**src/rtl/lockdet_pkg.sv**
```systemverilog
`timescale 1ns/1ps
package lockdet_pkg;

    typedef enum logic [1:0] {
        PIN_LOCK    = 2'b00,
        PIN_REFDIV  = 2'b01,
        PIN_AUXDIV  = 2'b10,
        PIN_MAINDIV = 2'b11
    } pin_src_e;

    typedef enum logic [1:0] {
        PH_IDLE,
        PH_WAIT_FB,
        PH_WAIT_REF
    } ph_state_e;

    typedef struct packed {
        logic ref_tc;
        logic aux_tc;
        logic main_tc;
    } div_strobes_t;

    function automatic pin_src_e effective_src(logic loaded, logic [1:0] code);
        return loaded ? pin_src_e'(code) : PIN_LOCK;
    endfunction

    function automatic logic pin_value(pin_src_e src, logic lock_now, div_strobes_t st);
        logic v;
        case (src)
            PIN_REFDIV:  v = st.ref_tc;
            PIN_AUXDIV:  v = ~st.aux_tc;
            PIN_MAINDIV: v = ~st.main_tc;
            default:     v = lock_now;
        endcase
        return v;
    endfunction

endpackage

```
**src/rtl/ref_period_meter.sv**
```systemverilog
`timescale 1ns/1ps
module ref_period_meter #(
    parameter int CNT_W = 12
) (
    input  logic             clk,
    input  logic             rst,
    input  logic             ref_edge,
    output logic [CNT_W-1:0] period,
    output logic             period_valid
);
    localparam logic [CNT_W-1:0] CNT_MAX = {CNT_W{1'b1}};

    logic [CNT_W-1:0] since_ref;
    logic             seen_one;

    always_ff @(posedge clk) begin
        if (rst) begin
            since_ref    <= '0;
            period       <= '0;
            seen_one     <= 1'b0;
            period_valid <= 1'b0;
        end else if (ref_edge) begin
            since_ref <= {{(CNT_W-1){1'b0}}, 1'b1};
            seen_one  <= 1'b1;
            if (seen_one) begin
                period       <= since_ref;
                period_valid <= 1'b1;
            end
        end else if (since_ref != CNT_MAX) begin
            since_ref <= since_ref + 1'b1;
        end
    end


    valid_after_edge_chk: assert property (@(posedge clk) disable iff (rst)
        $rose(period_valid) |-> $past(ref_edge));

endmodule

```
**src/rtl/loop_phase_judge.sv**
```systemverilog
`timescale 1ns/1ps
module loop_phase_judge
    import lockdet_pkg::*;
#(
    parameter int CNT_W = 12
) (
    input  logic             clk,
    input  logic             rst,
    input  logic             ref_edge,
    input  logic             fb_edge,
    input  logic [CNT_W-1:0] period,
    input  logic             period_valid,
    output logic             locked
);
    localparam logic [CNT_W-1:0] CNT_MAX = {CNT_W{1'b1}};
    localparam logic [CNT_W-1:0] CNT_ONE = {{(CNT_W-1){1'b0}}, 1'b1};

    ph_state_e        state, state_n;
    logic [CNT_W-1:0] elapsed, elapsed_n;
    logic             miss_now, miss_acc, locked_q, timeout;

    assign timeout = (elapsed >= period);

    always_comb begin
        state_n   = state;
        elapsed_n = (elapsed != CNT_MAX) ? elapsed + 1'b1 : elapsed;
        miss_now  = 1'b0;
        case (state)
            PH_IDLE: begin
                if (ref_edge && fb_edge) begin
                    state_n = PH_IDLE;
                end else if (ref_edge) begin
                    state_n   = PH_WAIT_FB;
                    elapsed_n = CNT_ONE;
                end else if (fb_edge) begin
                    state_n   = PH_WAIT_REF;
                    elapsed_n = CNT_ONE;
                end
            end
            PH_WAIT_FB: begin
                if (fb_edge) begin
                    miss_now = timeout;
                    state_n  = PH_IDLE;
                end else if (ref_edge) begin
                    miss_now  = 1'b1;
                    elapsed_n = CNT_ONE;
                end else if (timeout) begin
                    miss_now = 1'b1;
                    state_n  = PH_IDLE;
                end
            end
            PH_WAIT_REF: begin
                if (ref_edge) begin
                    miss_now = timeout;
                    state_n  = PH_IDLE;
                end else if (fb_edge) begin
                    miss_now  = 1'b1;
                    elapsed_n = CNT_ONE;
                end else if (timeout) begin
                    miss_now = 1'b1;
                    state_n  = PH_IDLE;
                end
            end
            default: state_n = PH_IDLE;
        endcase
    end

    always_ff @(posedge clk) begin
        if (rst) begin
            state    <= PH_IDLE;
            elapsed  <= '0;
            miss_acc <= 1'b0;
            locked_q <= 1'b0;
        end else begin
            state   <= state_n;
            elapsed <= elapsed_n;
            if (ref_edge) begin
                locked_q <= period_valid && !miss_acc && !miss_now;
                miss_acc <= 1'b0;
            end else if (miss_now) begin
                miss_acc <= 1'b1;
            end
        end
    end

    assign locked = locked_q;


    verdict_hold_chk: assert property (@(posedge clk) disable iff (rst)
        !ref_edge |=> $stable(locked_q));


    verdict_needs_period_chk: assert property (@(posedge clk) disable iff (rst)
        locked_q |-> period_valid);

endmodule

```
**src/rtl/pin_output_stage.sv**
```systemverilog
`timescale 1ns/1ps
module pin_output_stage
    import lockdet_pkg::*;
(
    input  logic         clk,
    input  logic         rst,
    input  pin_src_e     src,
    input  logic         lock_now,
    input  div_strobes_t strobes,
    output logic         pin
);
    always_ff @(posedge clk) begin
        if (rst) pin <= 1'b0;
        else     pin <= pin_value(src, lock_now, strobes);
    end


    ref_strobe_chk: assert property (@(posedge clk) disable iff (rst)
        (src == PIN_REFDIV) |=> (pin == $past(strobes.ref_tc)));

endmodule

```
**src/rtl/dual_loop_lock.sv**
```systemverilog
`timescale 1ns/1ps
module dual_loop_lock
    import lockdet_pkg::*;
#(
    parameter int CNT_W = 12
) (
    input  logic       clk,
    input  logic       rst,
    input  logic       ref_edge,
    input  logic       main_fb_edge,
    input  logic       aux_fb_edge,
    input  logic       main_en,
    input  logic       aux_en,
    input  logic [1:0] tsel,
    input  logic       tsel_loaded,
    input  logic       ref_tc,
    input  logic       aux_tc,
    input  logic       main_tc,
    output logic       lock_pin
);
    localparam int N_LOOPS = 2;

    logic [CNT_W-1:0]   period;
    logic               period_valid;
    logic [N_LOOPS-1:0] fb_vec, en_vec, verdict, loop_ok;
    logic               lock_now;
    pin_src_e           src;
    div_strobes_t       strobes;

    assign fb_vec = {aux_fb_edge, main_fb_edge};
    assign en_vec = {aux_en, main_en};

    ref_period_meter #(.CNT_W(CNT_W)) u_meter (
        .clk(clk), .rst(rst), .ref_edge(ref_edge),
        .period(period), .period_valid(period_valid)
    );

    for (genvar g = 0; g < N_LOOPS; g++) begin : g_loop
        loop_phase_judge #(.CNT_W(CNT_W)) u_judge (
            .clk(clk), .rst(rst), .ref_edge(ref_edge), .fb_edge(fb_vec[g]),
            .period(period), .period_valid(period_valid), .locked(verdict[g])
        );
        assign loop_ok[g] = !en_vec[g] || verdict[g];
    end

    assign lock_now = &loop_ok;
    assign src      = effective_src(tsel_loaded, tsel);
    assign strobes  = '{ref_tc: ref_tc, aux_tc: aux_tc, main_tc: main_tc};

    pin_output_stage u_pin (
        .clk(clk), .rst(rst), .src(src), .lock_now(lock_now),
        .strobes(strobes), .pin(lock_pin)
    );


    lock_needs_both_chk: assert property (@(posedge clk) disable iff (rst)
        (src == PIN_LOCK && !(loop_ok[0] && loop_ok[1])) |=> !lock_pin);


    both_disabled_chk: assert property (@(posedge clk) disable iff (rst)
        (src == PIN_LOCK && !main_en && !aux_en) |=> lock_pin);


    unloaded_is_lock_chk: assert property (@(posedge clk) disable iff (rst)
        !tsel_loaded |=> (lock_pin == $past(lock_now)));


    aux_idle_high_chk: assert property (@(posedge clk) disable iff (rst)
        (tsel_loaded && tsel == 2'b10 && !aux_tc) |=> lock_pin);


    main_pulse_low_chk: assert property (@(posedge clk) disable iff (rst)
        (tsel_loaded && tsel == 2'b11 && main_tc) |=> !lock_pin);

endmodule

```
**config.mk**
```make
export PLATFORM = sky130hd
export DESIGN_NAME = dual_loop_lock
export DESIGN_NICKNAME = d
export VERILOG_FILES = /design/src/rtl/lockdet_pkg.sv /design/src/rtl/ref_period_meter.sv /design/src/rtl/loop_phase_judge.sv /design/src/rtl/pin_output_stage.sv /design/src/rtl/dual_loop_lock.sv
export SDC_FILE = /design/constraint.sdc
export NUM_CORES = 1
export LEC_CHECK = 0
export BUFFER_PORTS_ARGS = -buffer_cell sky130_fd_sc_hd__buf_4
export CAP_MARGIN = 5
export CORE_MARGIN = 3
export CORE_UTILIZATION = 60
export DETAILED_ROUTE_END_ITERATION = 8
export PLACE_DENSITY = 0.78
export SETUP_SLACK_MARGIN = 0.1
export SYNTH_ARGS = -nofsm -noshare
export SYNTH_HDL_FRONTEND = slang
export SYNTH_SLANG_ARGS = --single-unit
```
**constraint.sdc**
```tcl
create_clock -name clk -period 2.5 [get_ports clk]
set_input_delay 0.75 -clock clk [delete_from_list [all_inputs] [get_ports clk]]
set_output_delay 0.75 -clock clk [all_outputs]
set_load 0.03 [all_outputs]
```
### Word-level counts from Yosys, hierarchy flattened

Cells that the tools add are included.

* input bits: 13
* output and inout port bits: 1
* word-level logic and storage cells: 109
* bits in registers: 59

* equal/unequal tests: 16
* bitwise logic cells: 2
* reduce and logical (&&, ||, !) cells: 22
* mux-type cells: 50
* add/sub/neg operators: 3
* magnitude comparators: 2

Operator list (count)
* two-way mux 12 bit: 14
* case mux 12 bit (3 select lines): 2
* adder 12 x 1 -> 12 bit, second input constant: 3
* != test 12 bit, second input constant: 3
* two-way mux 2 bit: 17
* greater-or-equal comparator 12 bit: 2
* two-way mux 1 bit: 12
* != test 3 bit, second input constant: 4
* case mux 2 bit (3 select lines): 2
* == test 2 bit, second input constant: 4
* != test 4 x 3 -> 1 bit, second input constant: 2
* == test 2 x 1 -> 1 bit, second input constant: 3
* logical AND 1 bit: 6
* logical NOT 1 bit: 6
* AND reduction 3 bit: 2
* logical NOT 2 bit: 2
* case mux 1 bit (2 select lines): 2
* AND reduction 2 bit: 2
* case mux 1 bit (3 select lines): 1
* logical OR 1 bit: 2
* NOT 1 bit: 2
* nonzero test 2 bit: 1
* OR reduction 2 bit: 1

### Longest topological paths before layout

Gate-level depths: netlist of the first run.

* depth in word-level cells: 7
* depth in mapped cells: 8
* depth with buffers taken out: 8

### Cells and area by module

From an unflattened synthesis of the first run, not the netlist that was laid out.

* cells, all modules: 429
* area total of the unflattened synthesis: 3503.4 um^2

Modules (own cells, without submodules)
* loop_phase_judge: area each 1149.9 um^2, times used 2, cells an instance 142, sequential area each 320.3 um^2
* ref_period_meter: area each 1111.1 um^2, times used 1, cells an instance 134, sequential area each 520.5 um^2
* pin_output_stage: area each 60.1 um^2, times used 1, cells an instance 6, sequential area each 20.0 um^2
* dual_loop_lock: area each 32.5 um^2, times used 1, cells an instance 5, sequential area each 0.0 um^2

### Worst setup path after synthesis of the first run

No wires, ideal clock.

* kind: reg-to-reg
* from: register u_meter.period[11]
* to: register g_loop[1].u_judge.miss_acc
* arrival time: 1658 ps
* buffers on the path: 0
* slack: 710 ps
* library setup time: 132 ps
* period minus slack after synthesis: 1790 ps
* stages on the path, launching flop included: 9
* required time: 2368 ps
* cell sequence: dfxtp_1 -> inv_1 -> ha_1 -> nand4_1 -> o22ai_1 -> a2111oi_2 -> a31oi_1 -> o21ai_0 -> a21oi_1

* word-level cells in the longest chain between the ends: 5
* elaborated cells between the ends (all ways): 7
* classes of those cells: order compare (1); mux (6)

Ends and longest elaborated chain
* from (decl): line ref_period_meter.sv:8 `output logic [CNT_W-1:0] period,`
* from (signal assigned): line ref_period_meter.sv:26 `period <= since_ref;`
* greater-or-equal comparator 12 bit (*): line loop_phase_judge.sv:22 `assign timeout = (elapsed >= period);`
* two-way mux 1 bit: line loop_phase_judge.sv:47, loop_phase_judge.sv:59
* two-way mux 1 bit (on tied branches): line loop_phase_judge.sv:56, loop_phase_judge.sv:44
* two-way mux 1 bit (on tied branches): line loop_phase_judge.sv:53, loop_phase_judge.sv:41
* case mux 1 bit (2 select lines) (*): line loop_phase_judge.sv:28 `case (state)`
* to (signal assigned): line loop_phase_judge.sv:72 `miss_acc <= 1'b0;`
* to (signal assigned): line loop_phase_judge.sv:79 `miss_acc <= 1'b0;`
* to (signal assigned): line loop_phase_judge.sv:81 `miss_acc <= 1'b1;`
* to (decl): line loop_phase_judge.sv:20 `logic miss_now, miss_acc, locked_q, timeout;`

Mark *: on every way between the ends. The rest lies on a longest branch, timed or not.
A chain may end at the register's enable or synchronous reset.

### Final worst setup path of the first run

Same ends and word-level chain as after synthesis.

==> impl_metrics.ini, run 1 <==
[status]
outcome = complete, no violations

[timing]
period_share_pct = 83.9
fin_ws_ns = 0.402
slew_headroom_pct = 58.7
setup_viol_count_final = 0
totalNegativeSetupSlack_ns = 0
unrepaired_setup_endpoints_after_global_routing = false
final-max-slew-violation-count = 0
fmax_mhz = 477
timing.final.crit_period_ns = 2.10
hold_viol_final = 0
timing_worst_slew_pin_value_ns = 0.611
clock-skew-final_ns = 0.0104
hold_slack_ns = 0.455

[synth]
netlist_area_mm2 = 0.00338
synthesis.nets = 464
synth_xor_xnor_area_share_pct = 5.45
count_of_distinct_cell_types_in_the_synthesized_netlist = 47
synth.mux.area_fraction_pct = 1.52
ys_async_sr_fraction_pct = 0
synth-simple-area-share_pct = 24.4
post_synthesis_compound_gate_area_fraction_pct = 16.0
syn-instance-count = 416
post-synth-top-area-cell = dfxtp_1
dominantRegCellSynth = dfxtp_1
synth_warnings = 0
synth_enable_flop_cells = 0
synth_top_area_share_pct = 35.0
netlist_top_cells_area = dfxtp_1 35%, ha_1 13%, a21oi_1 6.7%
yosys_register_bits = 59
avgSynthCellArea_um2 = 8.12
synth_fa_ha_area_share_pct = 13.0
combinational_family_with_the_most_area_after_synthesis = simple AND/OR/NAND/NOR gates
synth-seq-area-share_pct = 35.0

[final_layout]
area_growth_synth_to_finish_pct = 11.2
final_common_cell = dfxtp_1
final_cell_area_mm2 = 0.00375
antennaDiodeCount = 0
drive_gt1_share_pct = 9.40
seq_area_mm2 = 0.00118
nNetsFinal = 479
n_fill_cell = 439
commonest_cells_after_routing_fill_and_taps_aside = 59 x dfxtp_1, 52 x nor2_1, 49 x nand2_1
multiInputGateArea_mm2 = 0.00204

[place]
hpwlAfterDp_um = 5200
gp_routability_congestion = 0.898
post_place_worst_slack_ns = 0.396
port_buffers = 13
place_area_mm2 = 0.00353

[global_route]
grt_residual_overflow = 0
antenna_found_initial = 0
pin_count_of_the_biggest_net_entering_global_routing = 28
via_count_of_the_first_global_routing_pass = 2680
grt_util_all_layers_pct = 24.2
grt_pass1_wl_um = 12300

[power]
cellLeakagePower_nw = 1.45
powerDensity_mw_per_mm2 = 574
relative_contribution_of_the_clock_network_to_total_power_pct = 45.8
internal_power_w = 0.00165
seqPwrFrac_pct = 45.3
switchingPower_w = 0.000503
comb_power_share_pct = 8.8
vdd_ir_drop_max_mv = 0.381
switching_power_share_of_the_total_pct = 23.3

[setup_path]
timing.critical_path.cells = inv_1 -> ha_1 -> nand4_1 -> o22ai_1 -> a2111oi_2 -> a31oi_1 -> o21ai_0 -> a21oi_1
worst_path_dominant_cell_family = compound AO/OA/AOI/OAI gates
cp_slowest_stage_delay_ns = 0.49
r2r-start = u_meter.period[11]
r2r_cells = 8
r2r_slack_ns = 0.40
startpoint_type = register
category_of_the_most_critical_setup_path = register to register
path_buf_inv = 1
crit_path_top_delay_cell = a2111oi_2
cp.required_ns = 2.71
crit_fanout = 3
cp.depth = 8
cp_capture_type = register
worstReg2RegEnd = g_loop[1].u_judge.miss_acc
critPathArrivalTime_ns = 2.31

[floorplanning]
floorplan.rows = 26
chipWidth_um = 81.0
die_y_um = 81.0
core-area_mm2 = 0.00527
die_area_mm2 = 0.00656
floorplan.initialDensity_pct = 64.1
floorplan.io_pins = 14

[route]
post-route-drc-count = 0
drt_first_iter_violations = 232
overall_routed_net_length_um = 7050
routedWlPerCell_um = 13.9
postRouteAntennaNets = 0
via_per_inst = 5.75
firstDrtPassIters = 5
num_vias = 2908

[clocking]
cts.hold.buffers_added = 0
cts-buffers-inserted = 9
cts.sinks = 59
clk_path_buf_depth = 2
postCtsSetupBuffers = 0
post_cts_resize_count = 0
cts_htree_levels = 3
cts.reportedPaths.clkPinSlew_ns = 0.07
cts_tree = yes
cts_root_buffer = clkbuf_8
insertion_delay_ns = 0.34

[min_path]
worst_hold_launch = g_loop[1].u_judge.miss_acc
timing.hold.worst_path_depth = 2
timing.hold.worst_endpoint = g_loop[1].u_judge.miss_acc
hold_class = register to register

[run]
maxCapViolCount = 0
## routing by layer
metal	global-route usage (%)	vias to the layer above	routed length (um)	part of all wire (%)
met5	0	-	0	0
met1	31.5	1350	3300	47
li1	-	1482	-	-
met2	39.5	68	3360	48
met4	6.93	0	85	1.2
met3	6.43	8	305	4.3
## cells by family after synthesis
kind of cell    count (synthesis)
compound gates                 91
xor+xnor                       21
fa+ha+maj                      35
buf+inv                        40
flops                          59
mux                             5
simple gates                  165
## state kept, by name (all words and copies together) (netlist names)
register	count
g_loop.u_judge.elapsed	24
u_meter.period	12
u_meter.since_ref	12
g_loop.u_judge.state	4
g_loop.u_judge.locked	2
g_loop.u_judge.miss_acc	2
u_meter.period_valid	1
u_meter.seen_one	1
u_pin.pin	1
## how the worst max path moves through the flow
stage,to,from,slack [ns]
2_1_floorplan,g_loop[1].u_judge.miss_acc,u_meter.period[11],0.71
3_3_place_gp,g_loop[1].u_judge.miss_acc,u_meter.period[11],0.50
3_5_place_dp,g_loop[1].u_judge.state[0],u_meter.period[11],0.40
4_1_cts,g_loop[1].u_judge.state[0],u_meter.period[11],0.37
5_1_grt,g_loop[1].u_judge.miss_acc,u_meter.period[11],0.17
6_report,g_loop[1].u_judge.miss_acc,u_meter.period[11],0.40
## worst register-to-register path: cells and delay by family (launching register included)
family	cells	cell delay (ns)
compound gates	5	1.08
fa+ha+maj	1	0.34
buf+inv	1	0.07
flops	1	0.34
simple gates	1	0.15
## cell type report
cell class              instances  area share (%)
clock buffers                  12            4.13
clock inverters                 4            1.93
inverters                      29            2.90
multi-input cells             317            54.2
flip-flops and latches         59            31.5
well taps                      70            2.33
repair buffers                 15            3.00
## cell usage after synthesis (all sizes together), types with 3 or more instances
| cell | number |
|---|---|
| dfxtp | 59 |
| nor2 | 53 |
| nand2 | 49 |
| a21oi | 45 |
| ha | 35 |
| inv | 29 |
| o21ai | 16 |
| nor3 | 13 |
| nand2b | 11 |
| nand3 | 11 |
| nand4 | 11 |
| xor2 | 11 |
| xnor2 | 10 |
| clkbuf | 9 |
| a31oi | 8 |
| and3 | 4 |
| mux2i | 4 |
| o22ai | 4 |
| o32a | 4 |
| a211oi | 3 |
## power groups by stage
stage | clock network [W] | registers, W | logic (W)
2_1_floorplan | 0 | 0.000996 | 0.000135
3_3_place_gp | 0 | 0.000998 | 0.000183
3_5_place_dp | 0 | 0.000999 | 0.000188
4_1_cts | 0.00101 | 0.000978 | 0.000189
5_1_grt | 0.00105 | 0.000980 | 0.000219
6_report | 0.000989 | 0.000978 | 0.000190
## per-stage QoR
stage	utilization, %	instances	total power (W)
global placement	66.9	490	0.00118
detailed placement	66.9	490	0.00119
floorplan	-	416	0.00113
global route	71.2	506	0.00225
CTS	71.2	506	0.00217
finish	71.2	506	0.00216
Note: power is estimated with default switching activity, not from simulation.
==> inputs of run 2 (changes only) <==
==> constraint.sdc (replaced) <==
create_clock -name clk -period 2 [get_ports clk]
set_input_delay 0.6 -clock clk [delete_from_list [all_inputs] [get_ports clk]]
set_output_delay 0.6 -clock clk [all_outputs]
set_load 0.03 [all_outputs]
==> impl_metrics.ini, run 2 (synthesis gave the netlist of run 1 again) <==
[global_route]
grt_residual_overflow = 0
pin_count_of_the_biggest_net_entering_global_routing = 28
grt_pass1_wl_um = 12900
antenna_found_initial = 0
via_count_of_the_first_global_routing_pass = 2897
grt_util_all_layers_pct = 25.3

[final_layout]
final_core_util_pct = 75.7
final_common_cell = nor2_1
max_ffs_per_register = 24
commonest_cells_after_routing_fill_and_taps_aside = 51 x nor2_1, 48 x nand2_1, 46 x dfxtp_1
most_flops_register = g_loop.u_judge.elapsed
nNetsFinal = 494
n_fill_cell = 393
stdcell_count = 521
antennaDiodeCount = 0
layout_top_registers = g_loop.u_judge.elapsed x24, u_meter.period x12, u_meter.since_ref x12
drive_gt1_share_pct = 20.2
area_growth_synth_to_finish_pct = 18.1

[setup_path]
r2r_cells = 8
critPathArrivalTime_ns = 2.12
category_of_the_most_critical_setup_path = register to register
timing.critical_path.cells = inv_2 -> ha_4 -> nand4_1 -> o22ai_1 -> a2111oi_4 -> a31oi_1 -> o32a_1 -> nor2_1
worstReg2RegEnd = g_loop[1].u_judge.state[1]
r2r_slack_ns = 0.10
cp_slowest_stage_delay_ns = 0.34
critical_path.startpoint = u_meter.period[11]
startpoint_type = register
cp.required_ns = 2.22
endpoint = g_loop[1].u_judge.state[1]
cp_capture_type = register
crit_path_top_delay_cell = dfxtp_2
crit_fanout = 3
r2r-start = u_meter.period[11]

[floorplanning]
die_y_um = 81.0
floorplan.initialDensity_pct = 64.1
core-area_mm2 = 0.00527
floorplan.rows = 26
die_area_mm2 = 0.00656
floorplan.io_pins = 14
chipWidth_um = 81.0

[timing]
hold_viol_final = 0
final-max-slew-violation-count = 0
setup_viol_count_final = 0
clock-skew-final_ns = 0.00724
timing.final.crit_period_ns = 1.90
timing_worst_slew_pin_value_ns = 0.433
totalNegativeSetupSlack_ns = 0
period_share_pct = 94.8
slew_headroom_pct = 71.0
unrepaired_setup_endpoints_after_global_routing = true
fin_ws_ns = 0.105
fmax_mhz = 528

[place]
hpwlAfterDp_um = 5560
post_place_worst_slack_ns = -0.0747
dpl.cell_count = 502
port_buffers = 13
gp_routability_congestion = 0.832

[clocking]
cts.hold.buffers_added = 0
insertion_delay_ns = 0.34
cts.sinks = 59
cts_tree = yes
cts_htree_levels = 3
cts.reportedPaths.clkPinSlew_ns = 0.07
cts_root_buffer = clkbuf_8
cts-buffers-inserted = 9
clk_path_buf_depth = 2

[route]
overall_routed_net_length_um = 7760
drt_first_iter_violations = 125
num_vias = 2993
post-route-drc-count = 0
routedWlPerCell_um = 14.9
firstDrtPassIters = 4
via_per_inst = 5.74
postRouteAntennaNets = 0

[min_path]
hold_class = register to register

[power]
switchingPower_w = 0.000654
relative_contribution_of_the_clock_network_to_total_power_pct = 42.7
vdd_ir_drop_max_mv = 0.579
internal_power_w = 0.00192
powerDensity_mw_per_mm2 = 644
cellLeakagePower_nw = 1.54
seqPwrFrac_pct = 47.4
comb_power_share_pct = 9.9
switching_power_share_of_the_total_pct = 25.5

[status]
outcome = complete, no violations

[run]
maxCapViolCount = 0
[run 2: cell types whose count changed in the layout (fill, tap and decap cells not counted), sizes merged]
| cell | change |
|---|---|
| clkbuf | -2 |
| bufinv | -1 |
| clkinv | +1 |
| inv | +1 |
| clkinvlp | +1 |
| buf | +15 |
[run 2: how the worst min path moves through the flow]
stage / startpoint / end / cells past startpoint / slack (ns)
after floorplan: g_loop[0].u_judge.miss_acc / g_loop[0].u_judge.miss_acc / 2 / 0.43
after global placement: g_loop[0].u_judge.miss_acc / g_loop[0].u_judge.miss_acc / 2 / 0.43
after detailed placement: g_loop[0].u_judge.miss_acc / g_loop[0].u_judge.miss_acc / 2 / 0.44
after CTS: g_loop[0].u_judge.miss_acc / g_loop[0].u_judge.miss_acc / 2 / 0.45
after global routing: g_loop[0].u_judge.miss_acc / g_loop[0].u_judge.miss_acc / 2 / 0.47
final: g_loop[0].u_judge.miss_acc / g_loop[0].u_judge.miss_acc / 2 / 0.45
[run 2: metrics by stage]
| stage | cell area, um2 | total power (W) | hold slack, ns |
|---|---|---|---|
| final | 3990 | 0.00257 | 0.449 |
| after detailed placement | 3620 | 0.00149 | 0.442 |
| after global routing | 3990 | 0.00267 | 0.470 |
| after global placement | 3620 | 0.00148 | 0.432 |
| after floorplan | 3380 | 0.00141 | 0.426 |
| after CTS | 3840 | 0.00258 | 0.453 |
[run 2: power groups by stage]
stage / combinational [W] / sequential (W) / clock [W]
final: 0.000254 / 0.00122 / 0.00110
after global routing: 0.000290 / 0.00122 / 0.00116
after CTS: 0.000248 / 0.00122 / 0.00111
after detailed placement: 0.000245 / 0.00125 / 0
after global placement: 0.000237 / 0.00124 / 0
after floorplan: 0.000168 / 0.00125 / 0
[run 2: final cells by class]
class / count / area [um2] / share of cell area (%)
Inverter: 29 / 109 / 2.73
Clock buffer: 10 / 138 / 3.45
Tap cell: 70 / 87.6 / 2.20
Sequential cell: 59 / 1200 / 30.1
Timing Repair Buffer: 30 / 225 / 5.65
Clock inverter: 6 / 63.8 / 1.60
Multi-Input combinational cell: 317 / 2160 / 54.3
[run 2: critical path: cells and delay by family, from the launching register on]
kind / cells / cell delay (ns)
buf+inv: 1 / 0.05
fa+ha+maj: 1 / 0.28
compound gates: 4 / 0.87
flops: 1 / 0.34
simple gates: 2 / 0.24
[run 2: layer usage]
| metal | global-route usage (%) | share of wire [%] | up-vias | routed length (um) |
|---|---|---|---|---|
| li1 | - | - | 1510 | - |
| met1 | 29.8 | 43 | 1393 | 3310 |
| met2 | 45.3 | 51 | 74 | 3960 |
| met3 | 6.21 | 4.6 | 16 | 357 |
| met4 | 6.93 | 1.7 | 0 | 129 |
| met5 | 0 | 0 | - | 0 |
[run 2: repair_timing]
| item | 4_1_cts | 5_1_grt |
|---|---|---|
| gates resized for setup | 4 | 35 |
| hold endpoints to repair | 0 | 0 |
| pin swaps | 4 | 19 |
| setup buffers | 0 | 3 |
| endpoints found under the setup margin | 8 | 8 |
==> inputs of run 3 (changes only) <==
--- a/config.mk
+++ b/config.mk
@@ -5,6 +5,7 @@
 export SDC_FILE = /design/constraint.sdc
 export NUM_CORES = 1
 export LEC_CHECK = 0
+export ABC_AREA = 1
 export BUFFER_PORTS_ARGS = -buffer_cell sky130_fd_sc_hd__buf_4
 export CAP_MARGIN = 5
 export CORE_MARGIN = 3
==> impl_metrics.ini, run 3 <==
[setup_path]
cp_slowest_stage_delay_ns = 0.40
crit_path_frequent_cell = nand2_1
startpoint_type = register
cp_capture_type = register
timing.critical_path.cells = ha_1 -> nand2_1 -> inv_1 -> nand2_1 -> nor2_2 -> nand3_2 -> nor2_4 -> nand2_4 -> nand2_1 -> nand2_1 -> nand2_1 -> a21oi_1
crit_fanout = 13
category_of_the_most_critical_setup_path = register to register
worst_path_dominant_cell_family = simple AND/OR/NAND/NOR gates
cp.required_ns = 2.23
path_buf_inv = 1
crit_path_top_delay_cell = dfxtp_1
critPathArrivalTime_ns = 1.98

[global_route]
pin_count_of_the_biggest_net_entering_global_routing = 15
grt_pass1_wl_um = 13200
grt_residual_overflow = 0
via_count_of_the_first_global_routing_pass = 2912
antenna_found_initial = 0
grt_util_all_layers_pct = 23.2

[clocking]
cts_tree = yes
cts_root_buffer = clkbuf_8
cts.sinks = 59
insertion_delay_ns = 0.34
cts.hold.buffers_added = 0
clk_path_buf_depth = 2
cts-buffers-inserted = 9
cts_htree_levels = 3
cts.reportedPaths.clkPinSlew_ns = 0.06

[timing]
unrepaired_setup_endpoints_after_global_routing = true
period_share_pct = 87.5
hold_slack_ns = 0.458
slew_headroom_pct = 69.5
clock-skew-final_ns = 0.00784
fin_ws_ns = 0.250
timing_worst_slew_pin_value_ns = 0.452
fmax_mhz = 571
timing.final.crit_period_ns = 1.75
final-max-slew-violation-count = 0
setup_viol_count_final = 0
totalNegativeSetupSlack_ns = 0
hold_viol_final = 0

[synth]
avgSynthCellArea_um2 = 7.14
post-synth-top-area-cell = dfxtp_1
synthesis.nets = 550
count_of_distinct_cell_types_in_the_synthesized_netlist = 39
synth_top_area_share_pct = 32.9
synth.mux.area_fraction_pct = 0
synth_xor_xnor_area_share_pct = 3.66
post_synthesis_compound_gate_area_fraction_pct = 15.1
netlist_top_cells_area = dfxtp_1 33%, nand2_1 13%, ha_1 12%
synthMostInstantiatedCell = nand2_1
netlist_area_mm2 = 0.00358
synth-simple-area-share_pct = 25.9
syn-instance-count = 502
synth_fa_ha_area_share_pct = 12.2
synth-seq-area-share_pct = 32.9
dominantRegCellSynth = dfxtp_1
netlist_top_cells_count = 120 x nand2_1, 81 x inv_1, 59 x dfxtp_1
combinational_family_with_the_most_area_after_synthesis = simple AND/OR/NAND/NOR gates
synth_enable_flop_cells = 0
ys_async_sr_fraction_pct = 0
yosys_register_bits = 59
synth_warnings = 0

[final_layout]
final_cell_area_mm2 = 0.00398
n_fill_cell = 455
final_common_cell = nand2_1
nNetsFinal = 576
area_growth_synth_to_finish_pct = 11.1
antennaDiodeCount = 0
max_ffs_per_register = 24
drive_gt1_share_pct = 12.6
most_flops_register = g_loop.u_judge.elapsed
stdcell_count = 605
commonest_cells_after_routing_fill_and_taps_aside = 119 x nand2_1, 81 x inv_1, 59 x dfxtp_1
layout_top_registers = g_loop.u_judge.elapsed x24, u_meter.period x12, u_meter.since_ref x12

[status]
outcome = complete, no violations

[power]
vdd_ir_drop_max_mv = 0.513
cellLeakagePower_nw = 1.85
internal_power_w = 0.00189
relative_contribution_of_the_clock_network_to_total_power_pct = 37.2
powerDensity_mw_per_mm2 = 663
seqPwrFrac_pct = 47.4
switching_power_share_of_the_total_pct = 28.6
switchingPower_w = 0.000754
comb_power_share_pct = 15.5

[route]
postRouteAntennaNets = 0
drt_first_iter_violations = 157
via_per_inst = 5.41
routedWlPerCell_um = 13.1
firstDrtPassIters = 5
overall_routed_net_length_um = 7910
num_vias = 3273
post-route-drc-count = 0

[place]
dpl.cell_count = 589
hpwlAfterDp_um = 5930
gp_routability_congestion = 0.913
post_place_worst_slack_ns = 0.179
port_buffers = 13
place_area_mm2 = 0.00380

[run]
maxCapViolCount = 0

[floorplanning]
die_y_um = 83.3
floorplan.rows = 27
die_area_mm2 = 0.00694
core-area_mm2 = 0.00564
chipWidth_um = 83.3
floorplan.initialDensity_pct = 63.5
floorplan.io_pins = 14

[min_path]
hold_class = register to register
run 3: changes by cell type in the layout (fill, tap and decap cells not counted), moves of 11 or more:
cell      delta
nor2_1      -25
nand2b_1    -11
dfxtp_2     -12
dfxtp_1     +13
inv_1       +58
nand2_1     +71
run 3: through the flow:
step | utilization (%) | total power, W
global route | 70.6 | 0.00277
global placement | 67.3 | 0.00166
CTS | 70.4 | 0.00264
finish | 70.6 | 0.00264
floorplan | - | 0.00156
detailed placement | 67.3 | 0.00167
run 3: logic make-up (layout without fill, tap and decap cells):
logic type,count (synthesis),count (layout)
AOI/OAI and AO/OA,95,95
xor gates and xnor gates,15,15
adders and majority gates,35,35
buffers and inverters,93,124
DFF,59,59
and+or+nand+nor,205,205
run 3: final cells by class:
| cell class | instances | area, um2 | area share [%] |
|---|---|---|---|
| Clock buffer | 14 | 163 | 4.09 |
| Clock inverter | 2 | 10.0 | 0.251 |
| Inverter | 87 | 329 | 8.27 |
| Multi-Input combinational cell | 350 | 2050 | 51.5 |
| Sequential cell | 59 | 1180 | 29.7 |
| Tap cell | 72 | 90.1 | 2.26 |
| Timing Repair Buffer | 21 | 158 | 3.96 |
run 3: worst paths after layout:
| check | start | slack (ns) | cells past startpoint | endpoint |
|---|---|---|---|---|
| hold reg to reg | g_loop[0].u_judge.locked | 0.46 | 2 | g_loop[0].u_judge.locked |
| hold / removal | g_loop[0].u_judge.locked | 0.46 | 2 | g_loop[0].u_judge.locked |
| setup / recovery | g_loop[1].u_judge.elapsed[1] | 0.25 | 12 | g_loop[1].u_judge.elapsed[0] |
| setup reg to reg | g_loop[1].u_judge.elapsed[1] | 0.25 | 12 | g_loop[1].u_judge.elapsed[0] |
run 3: what timing repair did:
action	in CTS	in global routing
setup buffers	0	0
endpoints found under the setup margin	0	5
resized for setup	0	4
run 3: tightest hold or removal path, cell delays in order, from the launching register on:
cell	delay [ns]
dfxtp_1	0.31
nand2_1	0.06
nand2_1	0.05
run 3: power by group through the flow:
stage	sequential, W	clock [W]	combinational (W)
finish	0.00125	0.000981	0.000408
global route	0.00126	0.00105	0.000468
CTS	0.00125	0.000992	0.000403
detailed placement	0.00128	0	0.000398
global placement	0.00127	0	0.000384
floorplan	0.00127	0	0.000289
run 3: per-layer routing:
metal,wire (um),global-route usage [%],vias to the layer above
met3,342,6.05,14
met1,3480,27.7,1495
li1,-,-,1682
met2,3950,40.5,82
met4,128,6.98,0
met5,0,0,-
